$ cat src/rtl/trng_pkg.sv
package trng_pkg;
  localparam int unsigned BUS_AW = 9;
  localparam int unsigned BUS_DW = 32;

  localparam logic [BUS_AW-1:0] OFF_CMD   = 9'h000;
  localparam logic [BUS_AW-1:0] OFF_STAT  = 9'h004;
  localparam logic [BUS_AW-1:0] OFF_MODE  = 9'h008;
  localparam logic [BUS_AW-1:0] OFF_IEN   = 9'h010;
  localparam logic [BUS_AW-1:0] OFF_IST   = 9'h014;
  localparam logic [BUS_AW-1:0] OFF_DATA  = 9'h020;
  localparam logic [BUS_AW-1:0] DATA_MASK = 9'h01C;
  localparam logic [BUS_AW-1:0] OFF_QUOTA = 9'h060;
  localparam logic [BUS_AW-1:0] OFF_VER   = 9'h0F0;

  localparam logic [BUS_DW-1:0] VER_CODE = 32'h0000_46BC;

  localparam int unsigned ST_SEEDED = 9;
  localparam int unsigned ST_GEN    = 30;
  localparam int unsigned ST_RSD    = 31;
  localparam int unsigned MODE_WIDE = 3;
  localparam int unsigned IE_GLBL   = 31;
  localparam int unsigned IE_SEED   = 1;
  localparam int unsigned IE_RDY    = 0;

  localparam logic [1:0] CMD_NOP = 2'd0;
  localparam logic [1:0] CMD_GEN = 2'd1;
  localparam logic [1:0] CMD_RSD = 2'd2;

  typedef enum logic [1:0] {PH_SEED, PH_IDLE, PH_GEN, PH_RSD} phase_e;
endpackage

$ cat src/rtl/trng_chunk_src.sv
module trng_chunk_src #(
  parameter int unsigned CHUNK_BITS   = 56,
  parameter int unsigned CHUNK_CYCLES = 1024
) (
  input  logic                  clk,
  input  logic                  rst_n,
  input  logic                  run_i,
  output logic [CHUNK_BITS-1:0] chunk_o,
  output logic                  vld_o
);
  localparam int unsigned TW = (CHUNK_CYCLES > 1) ? $clog2(CHUNK_CYCLES) : 1;
  localparam logic [TW-1:0] TLAST = TW'(CHUNK_CYCLES - 1);

  logic [63:0] lfsr_q, lfsr_d;
  logic [TW-1:0] tick_q, tick_d;

  always_comb begin
    lfsr_d = {lfsr_q[62:0], lfsr_q[63] ^ lfsr_q[62] ^ lfsr_q[60] ^ lfsr_q[59]};
    if (!run_i)               tick_d = '0;
    else if (tick_q == TLAST) tick_d = '0;
    else                      tick_d = tick_q + 1'b1;
  end

  always_ff @(posedge clk or negedge rst_n) begin
    if (!rst_n) begin
      lfsr_q <= 64'h9E37_79B9_7F4A_7C15;
      tick_q <= '0;
    end else begin
      lfsr_q <= lfsr_d;
      tick_q <= tick_d;
    end
  end

  assign chunk_o = lfsr_q[CHUNK_BITS-1:0];
  assign vld_o   = run_i && (tick_q == TLAST);
endmodule

$ cat src/rtl/trng_outbuf.sv
module trng_outbuf #(
  parameter int unsigned CHUNK_BITS = 56,
  parameter int unsigned OUT_BITS   = 256
) (
  input  logic                  clk,
  input  logic                  rst_n,
  input  logic [CHUNK_BITS-1:0] chunk_i,
  input  logic                  vld_i,
  input  logic                  cap_i,
  input  logic                  wide_i,
  output logic [OUT_BITS-1:0]   data_o
);
  localparam int unsigned HALF = OUT_BITS / 2;

  logic [OUT_BITS-1:0] pool_q, pool_d, data_q;

  assign pool_d = {pool_q[OUT_BITS-CHUNK_BITS-1:0], chunk_i};

  always_ff @(posedge clk or negedge rst_n) begin
    if (!rst_n)     pool_q <= '0;
    else if (vld_i) pool_q <= pool_d;
  end

  always_ff @(posedge clk or negedge rst_n) begin
    if (!rst_n)      data_q <= '0;
    else if (cap_i)  data_q <= wide_i ? pool_d : {{HALF{1'b0}}, pool_d[HALF-1:0]};
  end

  assign data_o = data_q;
endmodule

$ cat src/rtl/trng_seq.sv
module trng_seq
  import trng_pkg::*;
#(
  parameter int unsigned CHUNK_BITS = 56,
  parameter int unsigned OUT_BITS   = 256,
  parameter int unsigned RQ_W       = 32
) (
  input  logic            clk,
  input  logic            rst_n,
  input  logic            cmd_gen_i,
  input  logic            cmd_rsd_i,
  input  logic            wide_i,
  input  logic [RQ_W-1:0] quota_i,
  input  logic            chunk_vld_i,
  output logic            run_o,
  output logic            gen_o,
  output logic            rsd_o,
  output logic            seeded_o,
  output logic            wide_o,
  output logic            gen_done_o,
  output logic            seed_done_o
);
  localparam int unsigned CH_WIDE   = (OUT_BITS + CHUNK_BITS - 1) / CHUNK_BITS;
  localparam int unsigned CH_NARROW = (OUT_BITS / 2 + CHUNK_BITS - 1) / CHUNK_BITS;
  localparam int unsigned CW        = $clog2(CH_WIDE + 1);
  localparam logic [CW-1:0] LAST_W  = CW'(CH_WIDE - 1);
  localparam logic [CW-1:0] LAST_N  = CW'(CH_NARROW - 1);

  phase_e          ph_q, ph_d;
  logic [CW-1:0]   cnt_q, cnt_d;
  logic [RQ_W-1:0] req_q, req_d;
  logic            wide_q, wide_d, seeded_q;
  logic [RQ_W:0]   req_sum;
  logic            quota_hit;

  assign req_sum   = {1'b0, req_q} + (wide_q ? (RQ_W+1)'(2) : (RQ_W+1)'(1));
  assign quota_hit = (quota_i != '0) && (req_sum >= {1'b0, quota_i});

  always_comb begin
    ph_d        = ph_q;
    cnt_d       = cnt_q;
    req_d       = req_q;
    wide_d      = wide_q;
    gen_done_o  = 1'b0;
    seed_done_o = 1'b0;
    unique case (ph_q)
      PH_SEED, PH_RSD: if (chunk_vld_i) begin
        if (cnt_q == LAST_W) begin
          ph_d        = PH_IDLE;
          cnt_d       = '0;
          seed_done_o = 1'b1;
        end else cnt_d = cnt_q + 1'b1;
      end
      PH_IDLE: begin
        if (cmd_gen_i) begin
          ph_d   = PH_GEN;
          wide_d = wide_i;
        end else if (cmd_rsd_i) begin
          ph_d  = PH_RSD;
          req_d = '0;
        end
      end
      PH_GEN: if (chunk_vld_i) begin
        if (cnt_q == (wide_q ? LAST_W : LAST_N)) begin
          gen_done_o = 1'b1;
          cnt_d      = '0;
          if (quota_hit) begin
            ph_d  = PH_RSD;
            req_d = '0;
          end else begin
            ph_d  = PH_IDLE;
            req_d = req_sum[RQ_W-1:0];
          end
        end else cnt_d = cnt_q + 1'b1;
      end
      default: ph_d = PH_IDLE;
    endcase
  end

  always_ff @(posedge clk or negedge rst_n) begin
    if (!rst_n) begin
      ph_q     <= PH_SEED;
      cnt_q    <= '0;
      req_q    <= '0;
      wide_q   <= 1'b0;
      seeded_q <= 1'b0;
    end else begin
      ph_q   <= ph_d;
      cnt_q  <= cnt_d;
      req_q  <= req_d;
      wide_q <= wide_d;
      if (seed_done_o) seeded_q <= 1'b1;
    end
  end

  assign run_o    = (ph_q != PH_IDLE);
  assign gen_o    = (ph_q == PH_GEN);
  assign rsd_o    = (ph_q == PH_RSD) || (ph_q == PH_SEED);
  assign seeded_o = seeded_q;
  assign wide_o   = wide_q;
endmodule

$ cat src/rtl/trng_regs.sv
module trng_regs
  import trng_pkg::*;
#(
  parameter int unsigned CHUNK_BITS   = 56,
  parameter int unsigned CHUNK_CYCLES = 1024,
  parameter int unsigned OUT_WORDS    = 8,
  parameter int unsigned RQ_W         = 32
) (
  input  logic              clk,
  input  logic              rst_ni,
  input  logic              psel_i,
  input  logic              penable_i,
  input  logic              pwrite_i,
  input  logic [BUS_AW-1:0] paddr_i,
  input  logic [BUS_DW-1:0] pwdata_i,
  output logic [BUS_DW-1:0] prdata_o,
  output logic              irq_o
);
  localparam int unsigned OUT_BITS = OUT_WORDS * BUS_DW;
  localparam int unsigned WIX_W    = $clog2(OUT_WORDS);

  logic [1:0] rst_sync_q;
  logic       rst_n;

  always_ff @(posedge clk or negedge rst_ni) begin
    if (!rst_ni) rst_sync_q <= 2'b00;
    else         rst_sync_q <= {rst_sync_q[0], 1'b1};
  end
  assign rst_n = rst_sync_q[1];

  logic wr_en, is_data;
  logic [WIX_W-1:0] wix;
  assign wr_en   = psel_i && penable_i && pwrite_i;
  assign is_data = ((paddr_i & ~DATA_MASK) == OFF_DATA);
  assign wix     = paddr_i[WIX_W+1:2];

  logic wide_cfg_q, ie_glbl_q, ie_seed_q, ie_rdy_q;
  logic [1:0] istat_q, istat_d;
  logic [RQ_W-1:0] quota_q;

  logic run, busy_gen, busy_rsd, seeded, wide_act, gen_done, seed_done;
  logic cmd_gen, cmd_rsd, chunk_vld;
  logic [CHUNK_BITS-1:0] chunk;
  logic [OUT_BITS-1:0] dout;

  assign cmd_gen = wr_en && (paddr_i == OFF_CMD) && (pwdata_i[1:0] == CMD_GEN);
  assign cmd_rsd = wr_en && (paddr_i == OFF_CMD) && (pwdata_i[1:0] == CMD_RSD);

  trng_chunk_src #(.CHUNK_BITS(CHUNK_BITS), .CHUNK_CYCLES(CHUNK_CYCLES)) u_src (
    .clk(clk), .rst_n(rst_n), .run_i(run), .chunk_o(chunk), .vld_o(chunk_vld)
  );

  trng_seq #(.CHUNK_BITS(CHUNK_BITS), .OUT_BITS(OUT_BITS), .RQ_W(RQ_W)) u_seq (
    .clk(clk), .rst_n(rst_n), .cmd_gen_i(cmd_gen), .cmd_rsd_i(cmd_rsd),
    .wide_i(wide_cfg_q), .quota_i(quota_q), .chunk_vld_i(chunk_vld),
    .run_o(run), .gen_o(busy_gen), .rsd_o(busy_rsd), .seeded_o(seeded),
    .wide_o(wide_act), .gen_done_o(gen_done), .seed_done_o(seed_done)
  );

  trng_outbuf #(.CHUNK_BITS(CHUNK_BITS), .OUT_BITS(OUT_BITS)) u_buf (
    .clk(clk), .rst_n(rst_n), .chunk_i(chunk), .vld_i(chunk_vld),
    .cap_i(gen_done), .wide_i(wide_act), .data_o(dout)
  );

  always_comb begin
    istat_d = istat_q;
    if (wr_en && (paddr_i == OFF_IST)) istat_d = istat_d & ~pwdata_i[1:0];
    istat_d = istat_d | {seed_done, gen_done};
  end

  always_ff @(posedge clk or negedge rst_n) begin
    if (!rst_n) begin
      wide_cfg_q <= 1'b0;
      ie_glbl_q  <= 1'b0;
      ie_seed_q  <= 1'b0;
      ie_rdy_q   <= 1'b0;
      istat_q    <= 2'b00;
      quota_q    <= '0;
    end else begin
      istat_q <= istat_d;
      if (wr_en && (paddr_i == OFF_MODE)) wide_cfg_q <= pwdata_i[MODE_WIDE];
      if (wr_en && (paddr_i == OFF_IEN)) begin
        ie_glbl_q <= pwdata_i[IE_GLBL];
        ie_seed_q <= pwdata_i[IE_SEED];
        ie_rdy_q  <= pwdata_i[IE_RDY];
      end
      if (wr_en && (paddr_i == OFF_QUOTA)) quota_q <= pwdata_i[RQ_W-1:0];
    end
  end

  always_comb begin
    prdata_o = '0;
    case (paddr_i)
      OFF_CMD:   prdata_o[1:0] = busy_gen ? CMD_GEN : (busy_rsd ? CMD_RSD : CMD_NOP);
      OFF_STAT: begin
        prdata_o[ST_SEEDED] = seeded;
        prdata_o[ST_GEN]    = busy_gen;
        prdata_o[ST_RSD]    = busy_rsd;
      end
      OFF_MODE:  prdata_o[MODE_WIDE] = wide_cfg_q;
      OFF_IEN: begin
        prdata_o[IE_GLBL] = ie_glbl_q;
        prdata_o[IE_SEED] = ie_seed_q;
        prdata_o[IE_RDY]  = ie_rdy_q;
      end
      OFF_IST:   prdata_o[1:0] = istat_q;
      OFF_QUOTA: prdata_o[RQ_W-1:0] = quota_q;
      OFF_VER:   prdata_o = VER_CODE;
      default:   if (is_data) prdata_o = dout[wix*BUS_DW +: BUS_DW];
    endcase
  end

  assign irq_o = ie_glbl_q && ((ie_rdy_q && istat_q[0]) || (ie_seed_q && istat_q[1]));
endmodule

$ cat config.mk
export PLATFORM = sky130hd
export DESIGN_NAME = trng_regs
export DESIGN_NICKNAME = d
export VERILOG_FILES = /design/src/rtl/trng_pkg.sv /design/src/rtl/trng_chunk_src.sv /design/src/rtl/trng_outbuf.sv /design/src/rtl/trng_seq.sv /design/src/rtl/trng_regs.sv
export SDC_FILE = /design/constraint.sdc
export NUM_CORES = 1
export LEC_CHECK = 0
export ABC_AREA = 1
export BUFFER_PORTS_ARGS = -buffer_cell sky130_fd_sc_hd__buf_4
export CORE_UTILIZATION = 45
export DETAILED_ROUTE_END_ITERATION = 10
export GPL_TIMING_DRIVEN = 0
export PLACE_DENSITY = 0.63
export SKIP_CTS_REPAIR_TIMING = 1
export SYNTH_ARGS = -nofsm -noshare
export SYNTH_HDL_FRONTEND = slang
export SYNTH_SLANG_ARGS = --single-unit
$ cat constraint.sdc
create_clock -name clk -period 23.6 [get_ports clk]
set_input_delay 2.36 -clock clk [delete_from_list [all_inputs] [get_ports clk]]
set_output_delay 2.36 -clock clk [all_outputs]
set_load 0.005 [all_outputs]
==> summary.txt, run 1 <==
Job
  • Number of max-cap violations: 0

STA
  • Normalized max-slew margin: 0.356
  • Worst slew pin tran: 0.966 ns
  • Worst Skew: 0.0254 ns
  • Crit path time final: 7.91 ns
  • Final setup TNS: 0 ns
  • Post-route setup slack: 15.69 ns
  • FMAX: 126 MHz
  • RSZ-0062 raised after global routing: no
  • Part of the cycle the worst path needs: 0.335
  • Final setup viols: 0
  • Slew Limit Fails: 0
  • Endpoints failing hold: 0

Floorplan
  • Core ar.: 58100 um^2
  • Die X: 246 um
  • Die H: 246 um
  • # rows: 88
  • Die ar.: 60300 um^2
  • Starting Density: 0.459
  • I/O pins: 79

GRT
  • GRT Util Overall: 0.318
  • Vias in the first global route: 21500
  • Antenna violations before repair: 3
  • First-pass GRT wire length: 139000 um
  • Remaining global-route overflow: 0
  • Largest net degree at the start of global routing: 77

Detailed routing
  • Final ANT Viol Nets: 0
  • Wirelength, routed: 94000 um
  • Met3 WL post-DR: 7150 um
  • WL/cell: 23.9 um
  • DR vias: 22200
  • Wire length on met1: 40200 um
  • DR top layer: met4
  • DRC viols: 0
  • DR iter-0 viols: 2231
  • First-pass detailed-route iteration total: 6
  • Routed vias/inst: 5.63
  • Met2 Routed Length: 42200 um

Pwr
  • Worst VDD drop: 58.3 uV
  • Pwr/cell area: 71.4 nW/um^2
  • Leakage dissipation: 14.5 nW
  • Total power: 2.19 mW

Setup path
  • Reg2reg path depth: 25
  • Kind of critical path: input pin to primary output
  • Crit path buf inv count: 6
  • Crit path max fanout: 10
  • Reg2reg end: u_seq.req_q[28]
  • Setup crit start: paddr_i[3]
  • Maximum single-stage delay on the critical path: 0.69 ns
  • CP max-delay cell: a221oi_1
  • Worst Setup Start Kind: input pin
  • Required time worst endpoint: 21.24 ns
  • CP delay by family, top: compound AO/OA/AOI/OAI gates
  • Flop2flop setup slack: 19.03 ns
  • Crit path DAT: 5.55 ns
  • FF-to-FF Start: u_seq.wide_o
  • CP Cell Sequence: buf_2 -> inv_1 -> nand2_1 -> inv_1 -> buf_2 -> buf_1 -> a221oi_1 -> o21ai_0 -> o211ai_1 -> o21ai_0 -> buf_4
  • Setup crit end kind: primary output

Place
  • Port bufs: 76
  • Final Wtd Congestion: 1.02
  • Post-DP HPWL: 72400 um
  • DP Cell Count: 3810
  • Placed inst area: 28500 um^2
  • Dpl ws: 15.90 ns

Synthesis
  • Asr flop ratio synth: 1.00
  • Number of enable flip-flop cells after synthesis: 0
  • Syn_area_per_cell: 9.01 um^2
  • Prevailing post-synth register cell: dfrtp_1
  • Syn Inst Count: 2960
  • Synthesized area: 26700 um^2
  • Syn_nets: 3046
  • Sequential area share after synthesis: 0.573
  • Post-synthesis register bit count: 609
  • Count of cell types in the netlist: 44
  • Yosys Warn Count: 0

Hold path
  • Hold EP: u_src.lfsr_q[62]
  • Hold Crit Class: flop to flop
  • Hold path start: u_src.lfsr_q[61]
  • Hold path depth: 0

Finish
  • Commonest non-fill, non-tap cell in the layout: nand2_1
  • Post-route cell area: 30700 um^2
  • Most frequent cells in the layout: 753 x nand2_1, 570 x dfrtp_1, 351 x o21ai_0
  • Share of layout cells above drive strength 1: 0.107
  • Filler Cells Inserted: 5395
  • Nets: 3202
  • Area Growth Syn to Fin: 14.9%
  • Final cell count without fillers: 3934

Clocking
  • Clock Sinks: 609
  • Worst-Skew Late Latency: 0.62 ns
  • Clock transition at path regs: 0.06 ns
  • Htree depth: 3
  • CTS tree: built
  • CTS root buf: clkbuf_16
  • Clk buf depth: 3
  • Total CTS buffers: 69

Outcome
  • Status: finished clean
==> per-layer routing <==
| layer | vias up | track usage |
|---|---|---|
| li1 | 9979 | - |
| met1 | 11100 | 0.441 |
| met2 | 902 | 0.491 |
| met3 | 188 | 0.0572 |
| met4 | 0 | 0.131 |
| met5 | - | 0 |
==> through the flow <==
| step | util | hold WS [ns] |
|---|---|---|
| 4_1_cts | 0.527 | 0.357 |
| 5_1_grt | 0.527 | 0.362 |
| 3_3_place_gp | 0.485 | 0.336 |
| 2_1_floorplan | - | 0.331 |
| 6_report | 0.527 | 0.352 |
| 3_5_place_dp | 0.489 | 0.338 |
==> logic make-up (layout without fill, tap and decap cells) <==
group / count (synthesis) / in the layout / synth area share
xor+xnor: 37 / 37 / 0.0121
other cells: 1 / 3 / 0.000141
fa+ha+maj: 40 / 40 / 0.0190
mux: 28 / 28 / 0.0118
simple gates: 1053 / 1053 / 0.162
flops: 609 / 609 / 0.573
buf+inv: 513 / 720 / 0.0816
compound gates: 679 / 679 / 0.141
==> synthesized netlist by cell type, drive strengths merged (4+ instances only) <==
library cell / count / area [um^2]
dfrtp: 571 / 14300
nor3: 21 / 116
nor4: 4 / 40.0
o221ai: 25 / 219
o2111ai: 8 / 70.1
a21oi: 51 / 255
ha: 39 / 488
inv: 337 / 1260
nand2: 756 / 2850
nand3: 156 / 786
nor2: 94 / 387
dfstp: 38 / 998
nand4: 18 / 113
mux2: 28 / 315
clkbuf: 98 / 369
xnor2: 9 / 78.8
xor2: 28 / 245
buf: 76 / 534
o21ai: 516 / 2580
a221oi: 27 / 236
o211ai: 49 / 368
==> flip-flops by register name, indices dropped and copies added, names as in the netlist, 2 cells and up <==
signal	flops
u_buf.data_o	256
rst_sync_q	2
istat_q	2
u_seq.cnt_q	3
u_src.lfsr_q	64
u_seq.ph_q	2
u_src.tick_q	10
quota_q	32
u_buf.pool_q	200
u_seq.req_q	32
==> power breakdown <==
group | internal [mW] | switching, mW
registers | 1.05 | 0.00220
clock network | 0.618 | 0.439
logic | 0.0211 | 0.0634
total | 1.68 | 0.505
==> layout make-up <==
class | count | area [um^2] | area share
repair buffers | 85 | 811 | 0.0264
clock inverters | 26 | 273 | 0.00890
clock buffers | 96 | 1930 | 0.0629
well taps | 765 | 957 | 0.0312
multi-input cells | 1838 | 9220 | 0.301
plain buffers | 174 | 903 | 0.0295
inverters | 339 | 1270 | 0.0415
diodes | 2 | 5.00 | 0.000163
flip-flops and latches | 609 | 15300 | 0.499
==> worst register-to-register path, cell delays in order, from the launching register on <==
cell	delay [ns]
dfrtp_1	0.45
inv_1	0.30
ha_1	0.25
inv_1	0.06
fa_1	0.42
nor2_2	0.24
nand2_1	0.19
nor2_4	0.23
nand2_1	0.14
inv_1	0.10
nand4_1	0.11
xor2_1	0.16
inv_1	0.08
ha_1	0.29
nand2_1	0.06
nor2_1	0.30
nand3_1	0.19
nor2_1	0.13
nand2_1	0.06
nand2_1	0.05
nor2_1	0.04
nand3_1	0.14
nand2_2	0.10
buf_4	0.20
nand3_1	0.11
nand2_1	0.07
==> how the worst max path moves through the flow <==
stage                        end  slack [ns]  depth (start not counted)
5_1_grt              prdata_o[0]       15.78                          9
2_1_floorplan          ie_glbl_q        5.43                          0
3_3_place_gp   u_buf.pool_q[194]       -0.98                          0
3_5_place_dp         prdata_o[0]       15.90                          9
6_report            prdata_o[21]       15.69                         11
4_1_cts              prdata_o[0]       15.89                          9
Note: power is estimated with default switching activity, not from simulation.
==> run 2: changes to the inputs <==
Clock period 23.6 ns to 7.8 ns, I/O delays scaled along.
==> run 2 against run 1 <==
- count of clock-buffer cells in the layout grew 1
- sequential power grew to 3.0 times the previous value
- worst setup slack lost 13 ns
- non-clock buffer count grew 1
- via count shrank 0.35%
- wire length shrank 1.5%
- critical path depth shrank 2
- first-iteration DRC count is essentially flat
- global-route usage shrank 0.36 points
- critical endpoint is now prdata_o[0]
- highest routed layer is now met5
==> summary.txt, run 2 (synthesized netlist as in run 1, its figures left out) <==
Floorplan
  • Die H: 246 um
  • I/O pins: 79
  • Die ar.: 60300 um^2
  • Die X: 246 um
  • Core ar.: 58100 um^2
  • Starting Density: 0.459
  • # rows: 88

Clocking
  • Worst-Skew Late Latency: 0.62 ns
  • Total CTS buffers: 66
  • Clock transition at path regs: 0.06 ns
  • CTS root buf: clkbuf_16
  • CTS tree: built
  • Clock Sinks: 609
  • Clk buf depth: 3
  • Htree depth: 3

STA
  • FMAX: 209 MHz
  • RSZ-0062 raised after global routing: no
  • Normalized max-slew margin: 0.393
  • Endpoints failing hold: 0
  • Hold slack: 0.224 ns
  • Post-route setup slack: 3.01 ns
  • Worst slew pin tran: 0.910 ns
  • Crit path time final: 4.79 ns
  • Part of the cycle the worst path needs: 0.614
  • Final setup viols: 0
  • Worst Skew: 0.0350 ns
  • Slew Limit Fails: 0

Setup path
  • Reg2reg end: u_seq.req_q[23]
  • Worst Setup Start Kind: input pin
  • CP endpoint: prdata_o[0]
  • Required time worst endpoint: 7.02 ns
  • Setup crit end kind: primary output
  • FF-to-FF Start: u_seq.wide_o
  • Crit path max fanout: 10
  • Reg2reg path depth: 25
  • Setup crit start: paddr_i[2]
  • Kind of critical path: input pin to primary output
  • Flop2flop setup slack: 3.36 ns
  • Crit path DAT: 4.01 ns

Job
  • Number of max-cap violations: 0

Detailed routing
  • Wirelength, routed: 92600 um
  • DRC viols: 0
  • Final ANT Viol Nets: 0
  • First-pass detailed-route iteration total: 6
  • Routed vias/inst: 5.62
  • DR iter-0 viols: 2230
  • DR vias: 22100
  • WL/cell: 23.6 um

Place
  • Post-DP HPWL: 71000 um
  • Dpl ws: 3.21 ns
  • DP Cell Count: 3810
  • Port bufs: 76
  • Final Wtd Congestion: 1.09

GRT
  • Largest net degree at the start of global routing: 78
  • Vias in the first global route: 21300
  • GRT Util Overall: 0.314
  • GRT met3 Usage: 0.0476
  • Met2 Use GR: 0.482
  • Grt met1 use: 0.439
  • Antenna violations before repair: 1
  • First-pass GRT wire length: 138000 um
  • GRT Max-Usage Layer: met2
  • Remaining global-route overflow: 0

Pwr
  • Pwr/cell area: 222 nW/um^2
  • Leakage dissipation: 14.6 nW
  • Worst VDD drop: 160 uV

Hold path
  • Hold Crit Class: flop to asynchronous set/reset pin

Finish
  • Commonest non-fill, non-tap cell in the layout: nand2_1
  • Nets: 3200
  • Max FFs per register: 256
  • Filler Cells Inserted: 5410
  • Area Growth Syn to Fin: 15.6%
  • Register area: 15300 um^2
  • Utilization after layout: 0.531
  • Antenna cell count: 0
  • Share of layout cells above drive strength 1: 0.109
  • Most frequent cells in the layout: 753 x nand2_1, 570 x dfrtp_1, 351 x o21ai_0
  • Multi-input logic area: 9220 um^2
  • Final cell count without fillers: 3932

Outcome
  • Status: finished clean
## run 2: how the worst min path moves through the flow
| stage | from | endpoint | slack [ns] | cells past startpoint |
|---|---|---|---|---|
| floorplan | rst_sync_q[0] | rst_sync_q[1] | 0.33 | 0 |
| global route | rst_sync_q[1] | quota_q[14] | 0.25 | 0 |
| CTS | rst_ni | rst_sync_q[1] | -0.1 | 1 |
| detailed placement | rst_sync_q[1] | quota_q[12] | 0.23 | 0 |
| global placement | rst_sync_q[0] | rst_sync_q[1] | 0.34 | 0 |
| finish | rst_sync_q[1] | quota_q[12] | 0.22 | 0 |
## run 2: through the flow
| step | TNS (ns) | power, mW | area, um^2 |
|---|---|---|---|
| 3_5_place_dp | 0 | 3.48 | 28500 |
| 3_3_place_gp | -34.93 | 3.46 | 28200 |
| 2_1_floorplan | 0 | 3.35 | 26700 |
| 5_1_grt | 0 | 7.02 | 30900 |
| 6_report | 0 | 6.85 | 30900 |
| 4_1_cts | 0 | 6.88 | 30800 |
## run 2: metal layers
| layer | vias to the layer above | routed length [um] |
|---|---|---|
| met5 | - | 9 |
| met4 | 2 | 4740 |
| met3 | 215 | 6810 |
| met2 | 919 | 41600 |
| met1 | 10900 | 39500 |
| li1 | 10000 | - |
## run 2: area by class of cell
type	instances	share of cell area
inverter	339	0.0413
timing repair buffer	86	0.0268
buffer	174	0.0293
tap	765	0.0310
clock inverter	24	0.0127
sequential	609	0.496
clock buffer	97	0.0646
multi-input combinational	1838	0.299
## run 2: worst max-delay path, cell delays in order
cell and delay (ns):
buf_2 0.22, clkinv_1 0.19, clkbuf_1 0.58, clkbuf_1 0.69, nor2_1 0.26, o21ai_0 0.53
o211ai_1 0.32, o211ai_1 0.25, buf_4 0.17
## run 2: where the power goes
group	switching (mW)	internal [mW]
registers	0.00346	3.16
logic	0.196	0.0646
clock network	1.34	2.08
total	1.54	5.31
